==> src/rtl/crc_patch_pkg.sv <==
// Package: crc_patch_pkg
// Holds the widths, the default generator and the single-byte step functions
// that the forward and backward CRC registers of the patch solver share.
// Assumes a reflected (right-shifting) CRC with no input or output inversion.
package crc_patch_pkg;

    localparam int CRC_W  = 32;
    localparam int BYTE_W = 8;
    localparam int LANES  = CRC_W / BYTE_W;
    localparam logic [CRC_W-1:0] DEFAULT_POLY = 32'hEDB8_8320;

    typedef logic [CRC_W-1:0]  crc_t;
    typedef logic [BYTE_W-1:0] byte_t;

    // One forward byte: XOR into low bits, then BYTE_W right-shift steps.
    function automatic crc_t fwd_byte_step(input crc_t c, input byte_t b, input crc_t poly);
        crc_t r;
        r = c ^ {{(CRC_W-BYTE_W){1'b0}}, b};
        for (int k = 0; k < BYTE_W; k++) begin
            r = r[0] ? ((r >> 1) ^ poly) : (r >> 1);
        end
        return r;
    endfunction

    // One backward byte: BYTE_W inverse shift steps, then XOR out the byte.
    function automatic crc_t rev_byte_step(input crc_t c, input byte_t b, input crc_t poly);
        crc_t r;
        r = c;
        for (int k = 0; k < BYTE_W; k++) begin
            r = r[CRC_W-1] ? (((r ^ poly) << 1) | crc_t'(1)) : (r << 1);
        end
        r = r ^ {{(CRC_W-BYTE_W){1'b0}}, b};
        return r;
    endfunction

endpackage

==> src/rtl/crc_fwd_engine.sv <==
// Module: crc_fwd_engine
// Forward CRC register. It takes one byte per valid cycle and updates with the
// reflected generator. clr_i zeroes the register and beats valid_i.
// Assumes bytes arrive in ascending address order.
module crc_fwd_engine
    import crc_patch_pkg::*;
#(
    parameter crc_t POLY = DEFAULT_POLY
) (
    input  logic  clk,
    input  logic  rst_n,
    input  logic  clr_i,
    input  logic  valid_i,
    input  byte_t byte_i,
    output crc_t  crc_o
);

    crc_t crc_q;

    // Register update: reset or clear to zero, otherwise fold in the byte.
    always_ff @(posedge clk) begin
        if (!rst_n || clr_i) begin
            crc_q <= '0;
        end else if (valid_i) begin
            crc_q <= fwd_byte_step(crc_q, byte_i, POLY);
        end
    end

    assign crc_o = crc_q;

    // a clear leaves the register at zero
    assert_fwd_clear_R6: assert property (@(posedge clk) disable iff (!rst_n)
        $past(rst_n) && $past(clr_i) |-> crc_o == '0);

    // register holds when no byte and no clear
    assert_fwd_hold_R2: assert property (@(posedge clk) disable iff (!rst_n)
        $past(rst_n) && !$past(valid_i) && !$past(clr_i) |-> $stable(crc_o));

endmodule

==> src/rtl/crc_rev_engine.sv <==
// Module: crc_rev_engine
// Backward CRC register. Each valid byte undoes one forward byte step, so
// after the tail is fed it holds the state the forward pass must reach.
// Assumes bytes arrive from the highest address down. The generator must
// have its top bit set, because the inverse step depends on that.
module crc_rev_engine
    import crc_patch_pkg::*;
#(
    parameter crc_t POLY = DEFAULT_POLY
) (
    input  logic  clk,
    input  logic  rst_n,
    input  logic  clr_i,
    input  logic  valid_i,
    input  byte_t byte_i,
    output crc_t  crc_o
);

    crc_t crc_q;

    // Register update: reset or clear to zero, otherwise step one byte back.
    always_ff @(posedge clk) begin
        if (!rst_n || clr_i) begin
            crc_q <= '0;
        end else if (valid_i) begin
            crc_q <= rev_byte_step(crc_q, byte_i, POLY);
        end
    end

    assign crc_o = crc_q;

    // a forward step with the same byte returns the previous value
    assert_rev_roundtrip_R3: assert property (@(posedge clk) disable iff (!rst_n)
        $past(rst_n) && $past(valid_i) && !$past(clr_i)
        |-> fwd_byte_step(crc_o, $past(byte_i), POLY) == $past(crc_o));

    // a clear leaves the register at zero
    assert_rev_clear_R6: assert property (@(posedge clk) disable iff (!rst_n)
        $past(rst_n) && $past(clr_i) |-> crc_o == '0);

endmodule

==> src/rtl/crc_patch_out.sv <==
// Module: crc_patch_out
// Output register for the patch word. On an accepted finish it stores the XOR
// of both CRC registers and pulses done. It splits the word into byte lanes,
// lane 0 being the lowest address.
// Assumes the CRC inputs are the register values before the current edge.
module crc_patch_out
    import crc_patch_pkg::*;
(
    input  logic  clk,
    input  logic  rst_n,
    input  logic  take_i,
    input  crc_t  fwd_crc_i,
    input  crc_t  rev_crc_i,
    output logic  done_o,
    output crc_t  word_o,
    output byte_t lane_o [LANES]
);

    crc_t word_q;
    logic done_q;

    // Capture the combined word and produce the one-cycle done flag.
    always_ff @(posedge clk) begin
        if (!rst_n) begin
            word_q <= '0;
            done_q <= 1'b0;
        end else begin
            done_q <= take_i;
            if (take_i) begin
                word_q <= fwd_crc_i ^ rev_crc_i;
            end
        end
    end

    // Byte lanes in little-endian memory order.
    for (genvar g = 0; g < LANES; g++) begin : g_lane
        assign lane_o[g] = word_q[g*BYTE_W +: BYTE_W];
    end

    assign word_o = word_q;
    assign done_o = done_q;

endmodule

==> src/rtl/crc_midpatch_gen.sv <==
// Module: crc_midpatch_gen
// Top level of the mid-stream patch solver. It runs the forward and backward
// CRC registers, applies start priority, and registers the patch word.
// Assumes the caller feeds the four zero placeholder bytes last on the
// backward stream.
module crc_midpatch_gen
    import crc_patch_pkg::*;
#(
    parameter logic [31:0] POLY = 32'hEDB8_8320
) (
    input  logic        clk,
    input  logic        rst_n,
    input  logic        start_i,
    input  logic        fwd_valid_i,
    input  logic [7:0]  fwd_byte_i,
    input  logic        rev_valid_i,
    input  logic [7:0]  rev_byte_i,
    input  logic        finish_i,
    output logic        done_o,
    output logic [31:0] patch_word_o,
    output logic [7:0]  patch_b0_o,
    output logic [7:0]  patch_b1_o,
    output logic [7:0]  patch_b2_o,
    output logic [7:0]  patch_b3_o
);

    crc_t  fwd_crc;
    crc_t  rev_crc;
    byte_t lanes [LANES];
    logic  take;

    // Finish counts only when start is absent.
    assign take = finish_i && !start_i;

    crc_fwd_engine #(.POLY(POLY)) fwd_i (
        .clk     (clk),
        .rst_n   (rst_n),
        .clr_i   (start_i),
        .valid_i (fwd_valid_i),
        .byte_i  (fwd_byte_i),
        .crc_o   (fwd_crc)
    );

    crc_rev_engine #(.POLY(POLY)) rev_i (
        .clk     (clk),
        .rst_n   (rst_n),
        .clr_i   (start_i),
        .valid_i (rev_valid_i),
        .byte_i  (rev_byte_i),
        .crc_o   (rev_crc)
    );

    crc_patch_out out_i (
        .clk       (clk),
        .rst_n     (rst_n),
        .take_i    (take),
        .fwd_crc_i (fwd_crc),
        .rev_crc_i (rev_crc),
        .done_o    (done_o),
        .word_o    (patch_word_o),
        .lane_o    (lanes)
    );

    assign patch_b0_o = lanes[0];
    assign patch_b1_o = lanes[1];
    assign patch_b2_o = lanes[2];
    assign patch_b3_o = lanes[3];

    // done only follows a finish without start
    assert_done_source_R4: assert property (@(posedge clk) disable iff (!rst_n)
        $past(rst_n) && done_o |-> $past(finish_i) && !$past(start_i));

    // patch holds whenever done is low
    assert_patch_hold_R8: assert property (@(posedge clk) disable iff (!rst_n)
        $past(rst_n) && !done_o |-> $stable(patch_word_o));

    // lowest lane is the low byte of the word
    assert_lane_order_R5: assert property (@(posedge clk) disable iff (!rst_n)
        patch_b0_o == patch_word_o[7:0] && patch_b3_o == patch_word_o[31:24]);

endmodule

==> config.mk <==
export PLATFORM = sky130hd
export DESIGN_NAME = crc_midpatch_gen
export DESIGN_NICKNAME = d
export VERILOG_FILES = /design/src/rtl/crc_patch_pkg.sv /design/src/rtl/crc_fwd_engine.sv /design/src/rtl/crc_rev_engine.sv /design/src/rtl/crc_patch_out.sv /design/src/rtl/crc_midpatch_gen.sv
export SDC_FILE = /design/constraint.sdc
export NUM_CORES = 1
export LEC_CHECK = 0
export ABC_AREA = 0
export BUFFER_PORTS_ARGS = -buffer_cell sky130_fd_sc_hd__buf_4
export CAP_MARGIN = 20
export CORE_AREA = 2 2 115 117
export CTS_CLUSTER_SIZE = 25
export DETAILED_ROUTE_END_ITERATION = 16
export DIE_AREA = 0 0 117 119
export GPL_ROUTABILITY_DRIVEN = 1
export SYNTH_ARGS = -nofsm -noshare
export SYNTH_HDL_FRONTEND = slang
export SYNTH_SLANG_ARGS = --single-unit
==> constraint.sdc <==
create_clock -name clk -period 4.16 [get_ports clk]
set_clock_uncertainty 0.15 [all_clocks]
set_input_delay 1.248 -clock clk [delete_from_list [all_inputs] [get_ports clk]]
set_output_delay 1.248 -clock clk [all_outputs]
set_load 0.1 [all_outputs]
* After elaboration in Yosys (flattened, before gate mapping)
Cells that the tools add are included.
** Word-level totals
- Register bits :: 97
- Input bits :: 22
- Output and inout port bits :: 65
- Logic and storage cells :: 43
** Operators by class
- Muxes and demuxes :: 16
- Bitwise logic cells :: 19
- Reduce and logical (&&, ||, !) cells :: 4
** Operator list (number)
- 32-bit two-way mux :: 16
- 13-bit NOT with 14-bit output :: 8
- 13-bit NOT :: 8
- 32-bit by 8-bit XOR with 32-bit output :: 2
- 32-bit XOR :: 1
- 1-bit logical NOT :: 2
- 1-bit logical AND :: 1
- 1-bit logical OR :: 1

* Logic depth before layout (Yosys ltp)
Gate-level depths: netlist of run 1.
- Depth in word-level cells :: 17
- Depth in mapped cells :: 6
- Mapped depth without buffers :: 5

* Hierarchy
From an unflattened synthesis of run 1, not the netlist that was laid out.
** Second synthesis, totals
- Cells, all modules :: 533
- Area, all modules :: 5868.1 µm²
** By module, submodules not included
- crc_fwd_engine :: times used 1, cells each 172, area each 2207.1 µm², seq. area each 640.6 µm²
- crc_rev_engine :: times used 1, cells each 188, area each 2074.5 µm², seq. area each 640.6 µm²
- crc_patch_out :: times used 1, cells each 172, area each 1572.8 µm², seq. area each 660.6 µm²
- crc_midpatch_gen :: times used 1, cells each 1, area each 13.8 µm², seq. area each 0.0 µm²

* Worst setup path after synthesis of run 1
Ideal clock, no wire load.
- Kind :: input-to-reg
- Start point :: input fwd_byte_i[0]
- End point :: register fwd_i.crc_q[18] (netlist: fwd_i.crc_o[18])
- Arrival :: 2530 ps
- Required time :: 3882 ps
- Setup slack :: 1352 ps
- Stages on the path :: 5
- Path buffers :: 0
- Path through :: xnor2_4 > xnor3_2 > xnor3_1 > mux2i_1 > nor2_1
** Between the ends
- Word-level cells in the longest chain between the ends :: 9
** Ends and longest elaborated chain
- start: declaration :: line crc_midpatch_gen.sv:15 : input logic [7:0] fwd_byte_i,
- 32-bit by 8-bit XOR with 32-bit output :: line crc_patch_pkg.sv:18 : r = c ^ {{(CRC_W-BYTE_W){1'b0}}, b};
- 32-bit two-way mux (8 in series) :: line crc_patch_pkg.sv:20 : r = r[0] ? ((r >> 1) ^ poly) : (r >> 1);
- end signal: assignment :: line crc_fwd_engine.sv:25 : crc_q <= fwd_byte_step(crc_q, byte_i, POLY);
- end: declaration :: line crc_fwd_engine.sv:18 : crc_t crc_q;
No other way between the ends.
A chain may end at the register's enable or synchronous reset.

* Final worst setup path of run 1
- Start point :: input fwd_byte_i[0]
- End point :: register fwd_i.crc_q[14] (netlist: fwd_i.crc_o[14])
** Between the ends
- Word-level cells in the longest chain between the ends :: 12
** Ends and longest elaborated chain (line)
- 32-bit by 8-bit XOR with 32-bit output * :: crc_patch_pkg.sv:18
- 32-bit two-way mux * :: crc_patch_pkg.sv:20
- 13-bit NOT with 14-bit output (no line)
- 32-bit two-way mux * :: crc_patch_pkg.sv:20
- 13-bit NOT with 14-bit output (no line)
- 32-bit two-way mux * (4 in series) :: crc_patch_pkg.sv:20
- 13-bit NOT with 14-bit output (no line)
- 32-bit two-way mux * (2 in series) :: crc_patch_pkg.sv:20
Every way passes the cells marked *; elsewhere a longest branch is shown, timed or not.

==> results of run 1 <==
[where the power goes]
part,internal (mW),total [mW],switching [mW]
Sequential,1.01,1.14,0.126
Clock,0.603,0.961,0.357
Combinational,0.621,1.42,0.796
[worst reg2reg max path: stages (launching register included)]
cell and delay, ns:
dfxtp_1 0.84, xor2_4 0.18, xnor2_2 0.47, xnor3_1 0.49
mux2i_1 0.14, nor2_1 0.05
[metal layers]
layer	wire, um	vias up
met2	5570	107
met5	0	-
met3	593	15
met4	264	0
met1	6110	1690
li1	-	1817
[metrics by stage]
step	setup slack (ns)	hold slack, ns	utilization	instance area, um^2	power (mW)
floorplan	1.35	0.314	-	5600	2.34
global placement	1.12	0.348	0.475	6120	2.56
detailed placement	1.07	0.363	0.475	6120	2.58
CTS	1.44	0.380	0.502	6460	3.55
global route	1.39	0.402	0.502	6460	3.68
finish	1.43	0.374	0.502	6460	3.51
[cell usage in the layout, fill, tap and decap left out, drive strengths merged, types with 2 or more instances in the layout]
cell type	instances
xor2	27
mux2i	34
o21ai	6
xnor2	132
bufinv	3
xnor3	11
o211a	32
nand2	38
a211oi	21
dfxtp	97
inv	2
nor2b	2
a21oi	3
xor3	4
buf	89
clkbuf	11
nor2	60
[area by class of cell]
class	instances	area (um^2)	share of cell area
well taps	176	220	0.0341
clock buffers	11	243	0.0376
repair buffers	89	681	0.105
clock inverters	5	103	0.0159
inverters	2	7.51	0.00116
multi-input cells	374	3270	0.506
flip-flops and latches	97	1940	0.300
[cells by family after synthesis]
kind of cell / share of synthesized area
compound gates: 0.0934
xor+xnor: 0.355
buf+inv: 0.0717
flops: 0.347
mux: 0.0608
simple gates: 0.0722
[sequential cells by signal, summed over array words and instances (netlist names)]
name	cells
fwd_i.crc_o	32
out_i.word_o	32
rev_i.crc_o	32
out_i.done_o	1
[cell usage after synthesis (2+ instances only)]
| cell type | number | area [um^2] |
|---|---|---|
| buf_2 | 3 | 15.0 |
| nand2_1 | 38 | 143 |
| buf_6 | 2 | 22.5 |
| xnor2_1 | 113 | 990 |
| o21ai_0 | 5 | 25.0 |
| xnor2_4 | 8 | 220 |
| inv_1 | 2 | 7.51 |
| xor3_1 | 4 | 95.1 |
| o211a_1 | 32 | 320 |
| clkbuf_1 | 21 | 78.8 |
| xnor2_2 | 11 | 179 |
| dfxtp_1 | 97 | 1940 |
| mux2i_1 | 34 | 340 |
| a21oi_1 | 3 | 15.0 |
| a211oi_1 | 21 | 158 |
| buf_1 | 6 | 22.5 |
| xnor3_1 | 9 | 203 |
| xnor3_2 | 2 | 47.6 |
| xor2_1 | 26 | 228 |
| nor2_1 | 60 | 225 |
| buf_4 | 34 | 255 |
| nor2b_1 | 2 | 12.5 |
[worst paths after layout]
check,endpoint,slack [ns],depth (start not counted)
min reg2reg,out_i.word_o[28],0.37,1
max,fwd_i.crc_o[14],1.43,6
max reg2reg,rev_i.crc_o[10],1.72,5
min,out_i.word_o[28],0.37,1
==> impl_metrics.csv, run 1 <==
group,metric,value,unit
run_status,status,"finished clean",
logic_synthesis,synthCells,539,
power_and_ir_drop,p_leak,2.92,nW
clock_network,htree_num_levels,3,
power_and_ir_drop,p_per_area,544,nW/um^2
placement,dpl.hpwl,9350,um
global_route,grtUsageTotal,0.189,
route,via_per_inst,4.81,
placement,place_inst,738,
floorplan,die-area,13900,um^2
clock_network,cts.repair.resized,0,
layout,final_cell_count_no_fill,754,
global_route,grtUsageMet2,0.285,
floorplan,rows,42,
setup_path,criticalPathCategory,"primary input to flop",
sta,hold_viol,0,
sta,rsz0062_at_grt,"no",
global_route,grt_use_met1,0.270,
setup_path,slowest_stage,"xnor3_2",
floorplan,io_pins,87,
setup_path,crit_fanout,7,
setup_path,worstPathRequired,4.22,ns
clock_network,cts_root_buffer,"clkbuf_16",
logic_synthesis,ys_warn_count,0,
logic_synthesis,ys_ff_latch,97,
global_route,met3_usage,0.0285,
sta,layout_min_cycle_time,2.73,ns
clock_network,postCtsSetupBuffers,0,
sta,slew_headroom,0.469,
clock_network,cts_max_path_buffers,2,
setup_path,critPathTopFamily,"XOR/XNOR gates",
clock_network,cts_num_sinks,97,
clock_network,ctsHoldBuffers,0,
layout,layout-drive-gt1-share,0.221,
setup_path,crit_path_max_incr_delay,0.54,ns
route,post-route-drc-count,0,
sta,setup_tns,0,ns
setup_path,reg2reg_from,"rev_i.crc_o[29]",
logic_synthesis,syn_area,5600,um^2
global_route,top_usage_layer,"met2",
global_route,grt_overflow,0,
route,wl_per_cell,16.6,um
floorplan,die_w,117,um
clock_network,cts_buffers,9,
sta,max_freq,366,MHz
route,wl,12500,um
global_route,grt_first_pass_wirelength,19600,um
logic_synthesis,synth_edf_count,0,
floorplan,core,12900,um^2
layout,syn2layout_area_growth,15.4,%
logic_synthesis,synthArstFlopShare,0,
placement,place_congestion,0.849,
sta,drv_slew,0,
route,antenna_left,0,
global_route,grt_pass1_vias,3483,
global_route,antenna_found_initial,0,
clock_network,clk_latency,0.35,ns
route,drt-initial-drc-count,247,
logic_synthesis,synthesis.nets,561,
setup_path,worst_setup_path_start_kind,"primary input",
worst_hold_path,hp-start,"out_i.word_o[28]",
logic_synthesis,synth_cell_types,28,
setup_path,cp.buffers_inverters,1,
global_route,grt_max_degree,49,
layout,num_antenna_cells,0,
placement,port_buffers,86,
layout,finalNetCount,595,
floorplan,start_util,0.435,
setup_path,crit_chain,"buf_4, xnor2_4, xnor3_2, xnor3_1, mux2i_1, nor2_1",
logic_synthesis,avgSynthCellArea,10.4,um^2
sta,tightest_slew,0.795,ns
setup_path,critPathArrivalTime,2.79,ns
run,maxCapViolCount,0,
logic_synthesis,seq_area_frac_synth,0.347,
route,num_vias,3629,
sta,period_share,0.657,
worst_hold_path,hp-class,"flop to flop",
logic_synthesis,synth_flop_cell,"dfxtp_1",
route,dr.pass1.iters,4,
power_and_ir_drop,peakVddDrop,232,uV
clock_network,cts_tree,"built",
sta,setup_viol,0,
layout,final.fill_count,1230,
setup_path,cp-startpoint,"fwd_byte_i[0]",
floorplan,die_h,119,um
setup_path,end_kind,"flop",
clock_network,clk_pin_slew,0.06,ns
Power figures use the tool's default switching activity.
==> run 2, diff against run 1 <==
--- a/config.mk
+++ b/config.mk
@@ -5,13 +5,13 @@
 export SDC_FILE = /design/constraint.sdc
 export NUM_CORES = 1
 export LEC_CHECK = 0
-export ABC_AREA = 0
+export ABC_AREA = 1
 export BUFFER_PORTS_ARGS = -buffer_cell sky130_fd_sc_hd__buf_4
 export CAP_MARGIN = 20
-export CORE_AREA = 2 2 115 117
+export CORE_AREA = 2 2 120 122
 export CTS_CLUSTER_SIZE = 25
 export DETAILED_ROUTE_END_ITERATION = 16
-export DIE_AREA = 0 0 117 119
+export DIE_AREA = 0 0 122 124
 export GPL_ROUTABILITY_DRIVEN = 1
 export SYNTH_ARGS = -nofsm -noshare
 export SYNTH_HDL_FRONTEND = slang
==> constraint.sdc (replaced) <==
create_clock -name clk -period 2.8 [get_ports clk]
set_clock_uncertainty 0.15 [all_clocks]
set_input_delay 0.84 -clock clk [delete_from_list [all_inputs] [get_ports clk]]
set_output_delay 0.84 -clock clk [all_outputs]
set_load 0.1 [all_outputs]
==> impl_metrics.csv, run 2 <==
group,metric,value,unit
power_and_ir_drop,p_per_area,714,nW/um^2
global_route,grtUsageTotal,0.239,
route,dr.pass1.iters,5,
sta,setup_tns,0,ns
clock_network,cts_max_path_buffers,2,
global_route,antenna_found_initial,0,
placement,place_ws,0.310,ns
sta,setup_viol,0,
setup_path,r2r_slack,0.53,ns
route,post-route-drc-count,0,
floorplan,core,13700,um^2
layout,num_antenna_cells,0,
sta,period_share,0.810,
logic_synthesis,synth_most_common_cell,"nand2_1",
layout,final.fill_count,1396,
layout,finalNetCount,918,
setup_path,crit_fanout,11,
setup_path,worst_setup_path_start_kind,"flop",
setup_path,crit_chain,"buf_4, xnor2_2, nand3_2, nand2_4, nand2_2, nand2_4, nand2_2, nand3_1, nand3_1, nand2_1, inv_1",
setup_path,criticalPathCategory,"flop to flop",
setup_path,end_kind,"flop",
sta,setup_slack,0.531,ns
logic_synthesis,seq_area_frac_synth,0.317,
logic_synthesis,ys_ff_latch,97,
worst_hold_path,holdPathEnd,"out_i.word_o[9]",
power_and_ir_drop,peakVddDrop,308,uV
floorplan,start_util,0.447,
clock_network,ctsHoldBuffers,0,
logic_synthesis,yosys.area.top_type_share,0.317,
route,via_per_inst,4.96,
placement,dpl.hpwl,13100,um
layout,final_common_cell,"nand2_1",
clock_network,postCtsSetupBuffers,0,
global_route,grt_overflow,0,
logic_synthesis,synthTopCellsByArea,"dfxtp_1 32%, xor2_1 10%, a21oi_1 9.1%",
sta,drv_slew,0,
clock_network,htree_num_levels,3,
clock_network,cts_buffers,9,
sta,layout_min_cycle_time,2.27,ns
global_route,grt_first_pass_wirelength,27100,um
logic_synthesis,yosys.area.top_type,"dfxtp_1",
clock_network,cts_num_sinks,97,
setup_path,crit_path_max_incr_delay,0.68,ns
setup_path,critPathArrivalTime,2.37,ns
setup_path,reg2reg_from,"rev_i.crc_o[31]",
setup_path,r2r-end,"rev_i.crc_o[20]",
setup_path,worstRegToRegCells,11,
logic_synthesis,ys_warn_count,0,
clock_network,clk_pin_slew,0.07,ns
run_status,status,"finished clean",
layout,finish.utilization,0.512,
floorplan,io_pins,87,
setup_path,slowest_stage,"dfxtp_1",
worst_hold_path,hp-start,"fwd_i.crc_o[9]",
clock_network,clk_latency,0.35,ns
logic_synthesis,synthCells,851,
layout,layout_common_cells,"148 x nand2_1, 129 x inv_1, 111 x a21oi_1, 97 x dfxtp_1, 95 x buf_4",
sta,hold_ws,0.312,ns
logic_synthesis,synth_edf_count,0,
sta,slew_headroom,0.617,
setup_path,worstPathRequired,2.90,ns
clock_network,cts_tree,"built",
sta,rsz0062_at_grt,"no",
power_and_ir_drop,fin_total_pwr,5.02,mW
clock_network,cts_root_buffer,"clkbuf_16",
clock_network,cts.repair.resized,0,
placement,place_congestion,0.871,
logic_synthesis,synth_common_cells,"148 x nand2_1, 129 x inv_1, 111 x a21oi_1",
logic_synthesis,synth_flop_cell,"dfxtp_1",
floorplan,die_h,124,um
route,wl_per_cell,16.0,um
power_and_ir_drop,p_leak,3.50,nW
sta,max_freq,441,MHz
floorplan,die_w,122,um
route,wl,17300,um
global_route,grt_max_degree,36,
worst_hold_path,holdPathStages,2,
placement,port_buffers,86,
layout,syn2layout_area_growth,14.7,%
logic_synthesis,synthesis.nets,873,
floorplan,die-area,15100,um^2
floorplan,rows,43,
route,antenna_left,0,
logic_synthesis,synthArstFlopShare,0,
route,num_vias,5367,
sta,tightest_slew,0.574,ns
logic_synthesis,syn_area,6130,um^2
sta,hold_viol,0,
worst_hold_path,hp-class,"flop to flop",
layout,layout-drive-gt1-share,0.190,
route,drt-initial-drc-count,417,
logic_synthesis,synth_cell_types,32,
run,maxCapViolCount,0,
global_route,grt_pass1_vias,4927,
logic_synthesis,avgSynthCellArea,7.20,um^2
[run 2: cell count changes after synthesis, sizes merged, moves of 34 or more]
cell / delta
xnor2: -91
nor2: -47
xor2: +49
o21ai: +74
nand2: +140
mux2i: -34
inv: +138
nand3: +40
a21oi: +108
[run 2: per-layer routing]
metal  vias to the layer above  share of wire  global-route usage
met5                         -              0                   0
met4                         0          0.013              0.0639
met3                        16          0.058              0.0476
met2                       145           0.46               0.381
met1                      2479           0.46               0.330
li1                       2727              -                   -
[run 2: kinds of logic after synthesis]
kind of cell / share of synthesized area
flops: 0.317
buf+inv: 0.153
xor+xnor: 0.178
compound gates: 0.167
simple gates: 0.185
[run 2: power breakdown]
| group | internal (mW) | switching (mW) |
|---|---|---|
| clock | 0.784 | 0.578 |
| combinational | 0.623 | 1.43 |
| sequential | 1.48 | 0.123 |
[run 2: layout make-up]
| cell class | count | area [um^2] | area share |
|---|---|---|---|
| inverter | 140 | 538 | 0.0766 |
| timing repair buffer | 97 | 753 | 0.107 |
| clock buffer | 9 | 225 | 0.0320 |
| tap | 180 | 225 | 0.0320 |
| multi-input combinational | 551 | 3250 | 0.462 |
| sequential | 97 | 1940 | 0.276 |
| clock inverter | 7 | 95.1 | 0.0135 |
[run 2: how the worst max path moves through the flow]
stage / startpoint / end / slack [ns] / cells past startpoint
floorplan: out_i.word_o[0] / patch_word_o[0] / 0.44 / 1
global placement: fwd_byte_i[7] / fwd_i.crc_o[8] / 0.27 / 8
detailed placement: fwd_byte_i[7] / fwd_i.crc_o[8] / 0.31 / 8
CTS: rev_i.crc_o[31] / rev_i.crc_o[20] / 0.48 / 11
global route: rev_i.crc_o[31] / rev_i.crc_o[9] / 0.35 / 13
finish: rev_i.crc_o[31] / rev_i.crc_o[20] / 0.53 / 11
[run 2: per-stage QoR]
stage,area (um^2),cells
after floorplan,6130,851
after global placement,6710,1065
after detailed placement,6710,1065
after CTS,7030,1081
after global routing,7030,1081
final,7030,1081
[run 2: worst max-delay path, delay by kind of cell (launching register included)]
kind                   cells  cell delay [ns]
flip-flops                 1             0.68
buffers and inverters      2             0.30
AND/OR/NAND/NOR            8             0.90
XOR/XNOR                   1             0.13
==> run 3, diff against run 2 <==
--- a/config.mk
+++ b/config.mk
@@ -13,6 +13,7 @@
 export DETAILED_ROUTE_END_ITERATION = 16
 export DIE_AREA = 0 0 122 124
 export GPL_ROUTABILITY_DRIVEN = 1
+export PLACE_DENSITY = 0.67
 export SYNTH_ARGS = -nofsm -noshare
 export SYNTH_HDL_FRONTEND = slang
 export SYNTH_SLANG_ARGS = --single-unit
==> constraint.sdc (replaced) <==
create_clock -name clk -period 1.8 [get_ports clk]
set_clock_uncertainty 0.15 [all_clocks]
set_input_delay 0.54 -clock clk [delete_from_list [all_inputs] [get_ports clk]]
set_output_delay 0.54 -clock clk [all_outputs]
set_load 0.1 [all_outputs]
==> impl_metrics.csv, run 3 (same netlist as run 2, synthesis figures left out) <==
group,metric,value,unit
layout,regArea,2000,um^2
layout,layout_common_cells,"173 x buf_4, 129 x nand2_1, 128 x inv_1, 110 x a21oi_1",
layout,final_cell_area,8380,um^2
setup_path,worstPathRequired,1.91,ns
run,maxCapViolCount,0,
global_route,grt_first_pass_wirelength,28400,um
floorplan,io_pins,87,
power_and_ir_drop,peakVddDrop,501,uV
global_route,grt_overflow,0,
route,drt-initial-drc-count,516,
floorplan,rows,43,
clock_network,cts_num_sinks,97,
route,antenna_left,0,
layout,layout-drive-gt1-share,0.355,
layout,finalNetCount,1012,
placement,dpl.hpwl,13300,um
setup_path,r2r_slack,-0.14,ns
global_route,grtUsageTotal,0.248,
sta,tightest_slew,0.375,ns
sta,rsz0062_at_grt,"yes",
power_and_ir_drop,p_leak,4.13,nW
sta,hold_viol,0,
setup_path,criticalPathCategory,"flop to flop",
worst_hold_path,holdPathStages,2,
route,post-route-drc-count,0,
sta,layout_min_cycle_time,1.94,ns
worst_hold_path,holdPathEnd,"fwd_i.crc_o[23]",
placement,place_congestion,0.913,
clock_network,cts_max_path_buffers,2,
run_status,violations,"setup timing",
floorplan,start_util,0.447,
layout,syn2layout_area_growth,36.8,%
clock_network,clk_latency,0.35,ns
setup_path,reg2reg_from,"rev_i.crc_o[31]",
setup_path,worst_setup_path_start_kind,"flop",
sta,slew_headroom,0.750,
setup_path,worstRegToRegCells,13,
route,wl,19000,um
global_route,grt_max_degree,41,
clock_network,htree_num_levels,3,
setup_path,crit_fanout,8,
floorplan,die_h,124,um
setup_path,crit_path_max_incr_delay,0.34,ns
sta,max_freq,516,MHz
setup_path,slowest_stage,"dfxtp_2",
sta,setup_slack,-0.140,ns
worst_hold_path,hp-class,"primary input to flop",
clock_network,cts_root_buffer,"clkbuf_16",
power_and_ir_drop,p_per_area,1050,nW/um^2
worst_hold_path,hp-start,"fwd_valid_i",
route,via_per_inst,5.06,
floorplan,die_w,122,um
layout,multiInputGateArea,3700,um^2
placement,post_dp_cell_area,7450,um^2
clock_network,ctsHoldBuffers,0,
clock_network,cts_tree,"built",
setup_path,crit_chain,"buf_12, nand2_1, nand3_4, nand2_4, nand2_4, nand3_4, nand2_8, inv_6, buf_12, a21oi_4, o21ai_2, nand2_1, inv_1",
sta,drv_slew,0,
clock_network,cts_buffers,9,
global_route,antenna_found_initial,0,
sta,period_share,1.08,
floorplan,die-area,15100,um^2
setup_path,r2r-end,"rev_i.crc_o[11]",
placement,port_buffers,86,
route,num_vias,5939,
layout,final_common_cell,"buf_4",
setup_path,critPathArrivalTime,2.05,ns
layout,num_antenna_cells,0,
route,dr.pass1.iters,5,
global_route,grt_pass1_vias,5446,
floorplan,core,13700,um^2
route,wl_per_cell,16.2,um
setup_path,end_kind,"flop",
layout,final.fill_count,1199,
clock_network,clk_pin_slew,0.07,ns
placement,place_ws,-0.287,ns
sta,setup_viol,23,
run_status,status,"finished with violations",
==> run 3: metrics by stage <==
stage	hold slack (ns)	power, mW	cells	utilization	setup TNS (ns)
after detailed placement	0.300	6.28	1144	0.543	-6.12
after global routing	0.318	9.19	1174	0.611	-3.40
after global placement	0.295	6.24	1144	0.543	-4.81
after CTS	0.305	8.47	1168	0.584	-0.454
final	0.313	8.80	1174	0.611	-1.39
after floorplan	0.284	5.10	851	-	-0.00305
==> run 3: repair_timing <==
action	CTS	global route
setup endpoints to repair	27	43
pin swaps	17	22
resized for setup	45	66
buffers inserted	9	6
==> run 3: critical path, delay by kind of cell, from the launching register on <==
kind	cells	cell delay, ns
AND/OR/NAND/NOR	7	0.71
buffers and inverters	4	0.37
flip-flops	1	0.34
AO/OA/AOI/OAI	2	0.25
==> run 3: worst max path at each step <==
stage / slack, ns / endpoint / cells after the start / startpoint
floorplan: -0.003 / fwd_i.crc_o[8] / 8 / fwd_byte_i[7]
global placement: -0.26 / fwd_i.crc_o[29] / 9 / fwd_byte_i[6]
detailed placement: -0.29 / fwd_i.crc_o[29] / 9 / fwd_byte_i[6]
CTS: -0.08 / rev_i.crc_o[31] / 13 / rev_i.crc_o[31]
global route: -0.20 / rev_i.crc_o[9] / 15 / rev_i.crc_o[31]
finish: -0.14 / rev_i.crc_o[11] / 13 / rev_i.crc_o[31]
==> run 3: power breakdown <==
part	total [mW]	switching, mW	internal, mW
clock	1.95	0.879	1.07
sequential	2.48	0.170	2.31
combinational	4.36	2.67	1.69
total	8.80	3.72	5.08
==> run 3: per-layer routing <==
layer  global-route usage  wire, um
met1                0.329      8280
met2                0.400      9060
met3               0.0339      1180
met4                0.112       491
met5                    0         0
==> run 3: final cells by class <==
type | instances | area share
multi-input cells | 551 | 0.441
flip-flops and latches | 97 | 0.238
repair buffers | 191 | 0.193
inverters | 140 | 0.0667
clock buffers | 10 | 0.0273
well taps | 180 | 0.0269
clock inverters | 5 | 0.00672
